### src/rtl/clk_alarm_pkg.sv
package clk_alarm_pkg;

    typedef logic [7:0] ascii_t;

    typedef struct packed {
        ascii_t h_t;
        ascii_t h_o;
        ascii_t m_t;
        ascii_t m_o;
        ascii_t s_t;
        ascii_t s_o;
    } hms_t;

    localparam ascii_t CH0 = 8'h30;
    localparam hms_t   HMS_ZERO = {6{CH0}};

    function automatic logic digit_ok(ascii_t c, ascii_t maxch);
        return (c >= CH0) && (c <= maxch);
    endfunction

    function automatic logic hms_ok(hms_t t);
        logic r;
        r = digit_ok(t.h_t, 8'h32) && digit_ok(t.h_o, 8'h39) &&
            digit_ok(t.m_t, 8'h35) && digit_ok(t.m_o, 8'h39) &&
            digit_ok(t.s_t, 8'h35) && digit_ok(t.s_o, 8'h39);
        if (t.h_t == 8'h32 && t.h_o > 8'h33)
            r = 1'b0;
        return r;
    endfunction

    // One-second step with digit-wise carries
    function automatic hms_t step_sec(hms_t t);
        hms_t r;
        r = t;
        if (t.s_o != 8'h39) begin
            r.s_o = t.s_o + 8'd1;
        end else begin
            r.s_o = CH0;
            if (t.s_t != 8'h35) begin
                r.s_t = t.s_t + 8'd1;
            end else begin
                r.s_t = CH0;
                if (t.m_o != 8'h39) begin
                    r.m_o = t.m_o + 8'd1;
                end else begin
                    r.m_o = CH0;
                    if (t.m_t != 8'h35) begin
                        r.m_t = t.m_t + 8'd1;
                    end else begin
                        r.m_t = CH0;
                        if (t.h_t == 8'h32 && t.h_o == 8'h33) begin
                            r.h_t = CH0;
                            r.h_o = CH0;
                        end else if (t.h_t != 8'h32 && t.h_o == 8'h39) begin
                            r.h_o = CH0;
                            r.h_t = t.h_t + 8'd1;
                        end else begin
                            r.h_o = t.h_o + 8'd1;
                        end
                    end
                end
            end
        end
        return r;
    endfunction

    // Forward by n minutes (n < 60), seconds untouched, wraps at 24 h
    function automatic hms_t add_minutes(hms_t t, int n);
        hms_t r;
        int   mn;
        int   hr;
        r  = t;
        mn = (int'(t.m_t) - 48) * 10 + (int'(t.m_o) - 48) + n;
        hr = (int'(t.h_t) - 48) * 10 + (int'(t.h_o) - 48);
        if (mn >= 60) begin
            mn = mn - 60;
            hr = hr + 1;
        end
        if (hr >= 24)
            hr = hr - 24;
        r.m_t = ascii_t'(48 + mn / 10);
        r.m_o = ascii_t'(48 + mn % 10);
        r.h_t = ascii_t'(48 + hr / 10);
        r.h_o = ascii_t'(48 + hr % 10);
        return r;
    endfunction

endpackage

### src/rtl/tod_counter.sv
module tod_counter
    import clk_alarm_pkg::*;
(
    input  logic clk,
    input  logic rst,
    input  logic tick,
    input  logic load_en,
    input  hms_t load_val,
    output hms_t time_q,
    output logic stepped
);

    logic tick_q;
    logic tick_rise;

    assign tick_rise = tick & ~tick_q;

    always_ff @(posedge clk) begin
        if (rst) begin
            time_q  <= HMS_ZERO;
            tick_q  <= 1'b1;
            stepped <= 1'b0;
        end else begin
            tick_q  <= tick;
            stepped <= 1'b0;
            if (load_en && hms_ok(load_val)) begin
                time_q <= load_val;
            end else if (tick_rise) begin
                time_q  <= step_sec(time_q);
                stepped <= 1'b1;
            end
        end
    end

endmodule

### src/rtl/alarm_ctrl.sv
module alarm_ctrl
    import clk_alarm_pkg::*;
#(
    parameter int SNOOZE_MIN = 3
) (
    input  logic clk,
    input  logic rst,
    input  logic stepped,
    input  hms_t time_q,
    input  logic load_en,
    input  hms_t load_val,
    input  logic snooze_req,
    input  logic dismiss_req,
    input  logic toggle_en,
    output hms_t alarm_q,
    output hms_t snooze_q,
    output logic en_q,
    output logic active_q
);

    logic do_snooze;
    logic hit;

    assign do_snooze = snooze_req & active_q;
    assign hit       = stepped & en_q & (time_q == snooze_q);

    always_ff @(posedge clk) begin
        if (rst) begin
            alarm_q  <= HMS_ZERO;
            snooze_q <= HMS_ZERO;
            en_q     <= 1'b0;
            active_q <= 1'b0;
        end else begin
            if (load_en && hms_ok(load_val)) begin
                alarm_q  <= load_val;
                snooze_q <= load_val;
            end else if (do_snooze) begin
                snooze_q <= add_minutes(snooze_q, SNOOZE_MIN);
            end

            if (dismiss_req)
                en_q <= 1'b0;
            else if (toggle_en)
                en_q <= ~en_q;

            if (dismiss_req || do_snooze)
                active_q <= 1'b0;
            else if (hit)
                active_q <= 1'b1;
        end
    end

endmodule

### src/rtl/tone_gen.sv
module tone_gen #(
    parameter int HALF_CYC = 62500
) (
    input  logic clk,
    input  logic rst,
    input  logic gate,
    output logic tone
);

    localparam int CW = $clog2(HALF_CYC + 1);

    logic [CW-1:0] cnt;
    logic          sq;

    always_ff @(posedge clk) begin
        if (rst) begin
            cnt <= '0;
            sq  <= 1'b0;
        end else if (cnt == CW'(HALF_CYC - 1)) begin
            cnt <= '0;
            sq  <= ~sq;
        end else begin
            cnt <= cnt + 1'b1;
        end
    end

    assign tone = sq & gate;

endmodule

### src/rtl/clock_alarm_core.sv
module clock_alarm_core
    import clk_alarm_pkg::*;
#(
    parameter int CLK_HZ     = 125_000_000,
    parameter int TONE_HZ    = 1000,
    parameter int SNOOZE_MIN = 3
) (
    input  logic        clk,
    input  logic        rst,
    input  logic        tick_1hz,
    input  logic        load_time,
    input  logic        load_alarm,
    input  logic [47:0] load_value,
    input  logic        snooze_req,
    input  logic        dismiss_req,
    input  logic        toggle_en,
    output logic [47:0] time_out,
    output logic [47:0] alarm_time,
    output logic [47:0] snooze_time,
    output logic        alarm_en,
    output logic        alarm_active,
    output logic        tone
);

    localparam int HALF_CYC = CLK_HZ / (2 * TONE_HZ);

    hms_t ld_word;
    hms_t now_q;
    hms_t alm_q;
    hms_t snz_q;
    logic stepped;

    assign ld_word = hms_t'(load_value);

    tod_counter u_tod (
        .clk      (clk),
        .rst      (rst),
        .tick     (tick_1hz),
        .load_en  (load_time),
        .load_val (ld_word),
        .time_q   (now_q),
        .stepped  (stepped)
    );

    alarm_ctrl #(.SNOOZE_MIN(SNOOZE_MIN)) u_alm (
        .clk         (clk),
        .rst         (rst),
        .stepped     (stepped),
        .time_q      (now_q),
        .load_en     (load_alarm),
        .load_val    (ld_word),
        .snooze_req  (snooze_req),
        .dismiss_req (dismiss_req),
        .toggle_en   (toggle_en),
        .alarm_q     (alm_q),
        .snooze_q    (snz_q),
        .en_q        (alarm_en),
        .active_q    (alarm_active)
    );

    tone_gen #(.HALF_CYC(HALF_CYC)) u_tone (
        .clk  (clk),
        .rst  (rst),
        .gate (alarm_active),
        .tone (tone)
    );

    assign time_out    = now_q;
    assign alarm_time  = alm_q;
    assign snooze_time = snz_q;

endmodule

### config.mk
export PLATFORM = sky130hd
export DESIGN_NAME = clock_alarm_core
export DESIGN_NICKNAME = d
export VERILOG_FILES = /design/src/rtl/clk_alarm_pkg.sv /design/src/rtl/tod_counter.sv /design/src/rtl/alarm_ctrl.sv /design/src/rtl/tone_gen.sv /design/src/rtl/clock_alarm_core.sv
export SDC_FILE = /design/constraint.sdc
export NUM_CORES = 1
export LEC_CHECK = 0
export BUFFER_PORTS_ARGS = -buffer_cell sky130_fd_sc_hd__buf_4
export CAP_MARGIN = 20
export CORE_ASPECT_RATIO = 1.2
export CORE_MARGIN = 1
export CORE_UTILIZATION = 60
export DETAILED_ROUTE_END_ITERATION = 6
export GPL_TIMING_DRIVEN = 0
export PLACE_DENSITY = 0.78
export RECOVER_POWER = 100
export SLEW_MARGIN = 10
export SYNTH_ARGS = -nofsm -noshare
export SYNTH_HDL_FRONTEND = slang
export SYNTH_SLANG_ARGS = --single-unit
### constraint.sdc
create_clock -name clk -period 44.1 [get_ports clk]
set_clock_uncertainty 0.2 [all_clocks]
set_input_delay 6.615 -clock clk [delete_from_list [all_inputs] [get_ports clk]]
set_output_delay 6.615 -clock clk [all_outputs]
set_load 0.005 [all_outputs]
==> impl_metrics.json <==
{
  "synth_cells": 3651,
  "drt-initial-drc-count": 2457,
  "min_period_ps": 27300,
  "fin_area_sq_mm": 0.0286,
  "io_buffers": 202,
  "core.rowCount": 83,
  "hp-class": "reg2reg",
  "grt_max_degree": 18,
  "top_layer": "met4",
  "die_width_um": 192,
  "grt_remaining_overflow": 0,
  "nNetsFinal": 4092,
  "critPathMaxFanout": 16,
  "cts_buffer_depth": 2,
  "nFillCells": 4061,
  "pin_count": 203,
  "wl_met1_um": 34500,
  "synth_fp_nets": 3865,
  "synthesis.area_sq_mm": 0.0261,
  "grt_pass1_vias": 26148,
  "antenna_found_initial": 0,
  "worst_path_largest_cell_delay_ps": 1120,
  "clk_pin_slew_ps": 70,
  "hpwl_um": 65500,
  "regToRegSetupSlack_ps": 16800,
  "initial_core_util_pct": 60.9,
  "avgViaCountPerCell": 6.54,
  "ys_seq_area_share_pct": 12.7,
  "worstHoldPathCells": 1,
  "clock-sinks": 165,
  "hold_ws_ps": 250,
  "violations": "design-rule violations, max-capacitance violations",
  "post-cts-setup-buffers": 0,
  "ctsResizeCount": 0,
  "postCtsHoldBufs": 0,
  "syn_avg_cell_area_sq_um": 7.15,
  "route.met2.wl_um": 38900,
  "period_share_pct": 61.9,
  "detail_route.wl_per_cell_um": 18.7,
  "drive_gt1_share_pct": 11.3,
  "fmax_mhz": 36.6,
  "status": "complete, but fails checks",
  "crit_type": "reg2reg",
  "core_area_sq_mm": 0.0429,
  "wirelength_um": 83200,
  "cts_tree": "done",
  "drv_cap": 1,
  "slew_violations": 0,
  "tns_ps": 0,
  "crit_required_ps": 44230,
  "dieArea_sq_mm": 0.0443,
  "grt_pass1_wl_um": 132000,
  "die_height_um": 230,
  "startpoint_type": "flip-flop",
  "critPathMostFrequentCell": "ha_1",
  "final_antenna_net_count": 0,
  "gr-usage-all-layers_pct": 36.1,
  "rsz0062_at_grt": "no",
  "synth_ff_type": "dfxtp_1",
  "firstDrtPassIters": 7,
  "finalHoldViolCount": 0,
  "rr_worst_depth": 84,
  "worst_pin_slew_ps": 1480,
  "yosys_warnings": 0,
  "drc": 2,
  "gp_congestion": 1.03,
  "htree_levels": 4,
  "area_growth_pct": 9.47,
  "antennaDiodeCount": 0,
  "dr_wl_met3_um": 5620,
  "synth_cell_type_count": 154,
  "endpoint_kind": "flip-flop",
  "dpl-instance-area_sq_mm": 0.0284,
  "num_vias": 29070,
  "arrival_ps": 27430,
  "async_flop_share_pct": 0,
  "insertion_delay_ps": 450,
  "cts_made_buffers": 17,
  "synth_edf_count": 0,
  "maxSlewHeadroom_pct": 0.412,
  "cpMaxStageDelayCell": "nor3_1",
  "ys_ff_latch": 165,
  "root_buffer": "clkbuf_16",
  "setup_viol": 0
}
==> worst paths after layout <==
path / startpoint / endpoint
max: u_alm.snooze_q[29] / u_alm.snooze_q[38]
min: u_alm.alarm_q[29] / u_alm.alarm_q[29]
max reg2reg: u_alm.snooze_q[29] / u_alm.snooze_q[38]
min reg2reg: u_alm.alarm_q[29] / u_alm.alarm_q[29]
==> registers in the layout (all words and copies together), names as in the netlist <==
name            cells
u_tod.stepped       1
u_tod.tick_q        1
u_tod.time_q       48
u_alm.active_q      1
u_alm.alarm_q      48
u_tone.cnt         16
u_alm.en_q          1
u_tone.sq           1
u_alm.snooze_q     48
==> synthesized netlist by cell type (78+ instances only) <==
cell type,number,share of area [%]
ha_1,154,7.4
xor2_1,143,4.8
a21oi_1,274,5.3
nor3_1,127,2.4
inv_1,91,1.3
nor2_1,346,5.0
o21ai_0,170,3.3
and2_1,78,1.9
nand3_1,133,2.6
clkbuf_1,96,1.4
dfxtp_1,165,13
xnor2_1,191,6.4
nand2_1,383,5.5
==> cells in the final DEF, fill, tap and decap left out, types with 127 or more instances in the layout <==
cell type	n
a21oi_1	275
clkbuf_1	159
dfxtp_1	165
ha_1	154
nand2_1	383
nand3_1	133
nor2_1	347
nor3_1	127
o21ai_0	171
xnor2_1	192
xor2_1	144
==> cell families (layout without fill, tap and decap cells) <==
kind of cell	count (synthesis)	after routing	share of synthesized area, %
XOR/XNOR	342	342	11.7
multiplexers	48	48	1.98
adder cells (fa/ha/maj)	162	162	7.85
buffers and inverters	268	508	5.18
AO/OA/AOI/OAI	1132	1132	30.6
flip-flops	165	165	12.7
AND/OR/NAND/NOR	1534	1534	30.0
==> area by class of cell <==
class	count	area [sq um]	area share [%]
inverters	92	345	1.21
clock inverters	15	158	0.552
multi-input cells	3218	21300	74.7
well taps	552	691	2.42
clock buffers	17	425	1.49
repair buffers	208	1360	4.76
flip-flops and latches	165	3300	11.6
plain buffers	176	955	3.34
==> metrics by stage <==
step           util, %  cells  setup slack, ps
6_report          66.6   4443            16800
3_5_place_dp      66.1   4409            21410
4_1_cts           67.5   4441            21300
3_3_place_gp      66.0   4405            21000
5_1_grt           66.6   4443            14520
2_1_floorplan        -   3651            24450
==> per-layer routing <==
layer / global-route usage (%) / up-vias
li1: - / 14226
met1: 44.2 / 13475
met2: 60.9 / 1146
met3: 5.14 / 223
met4: 18.6 / 0
met5: 0 / -
==> critical path: cells and delay by family, from the launching register on <==
family / cells / cell delay (ps)
adder cells (fa/ha/maj): 9 / 2810
AO/OA/AOI/OAI: 26 / 8960
XOR/XNOR: 5 / 1310
multiplexers: 4 / 870
AND/OR/NAND/NOR: 31 / 10040
flip-flops: 1 / 440
buffers and inverters: 9 / 2490
Power is not shown: default switching activity piles up to over one toggle a cycle in this logic, so the estimate is an artifact.
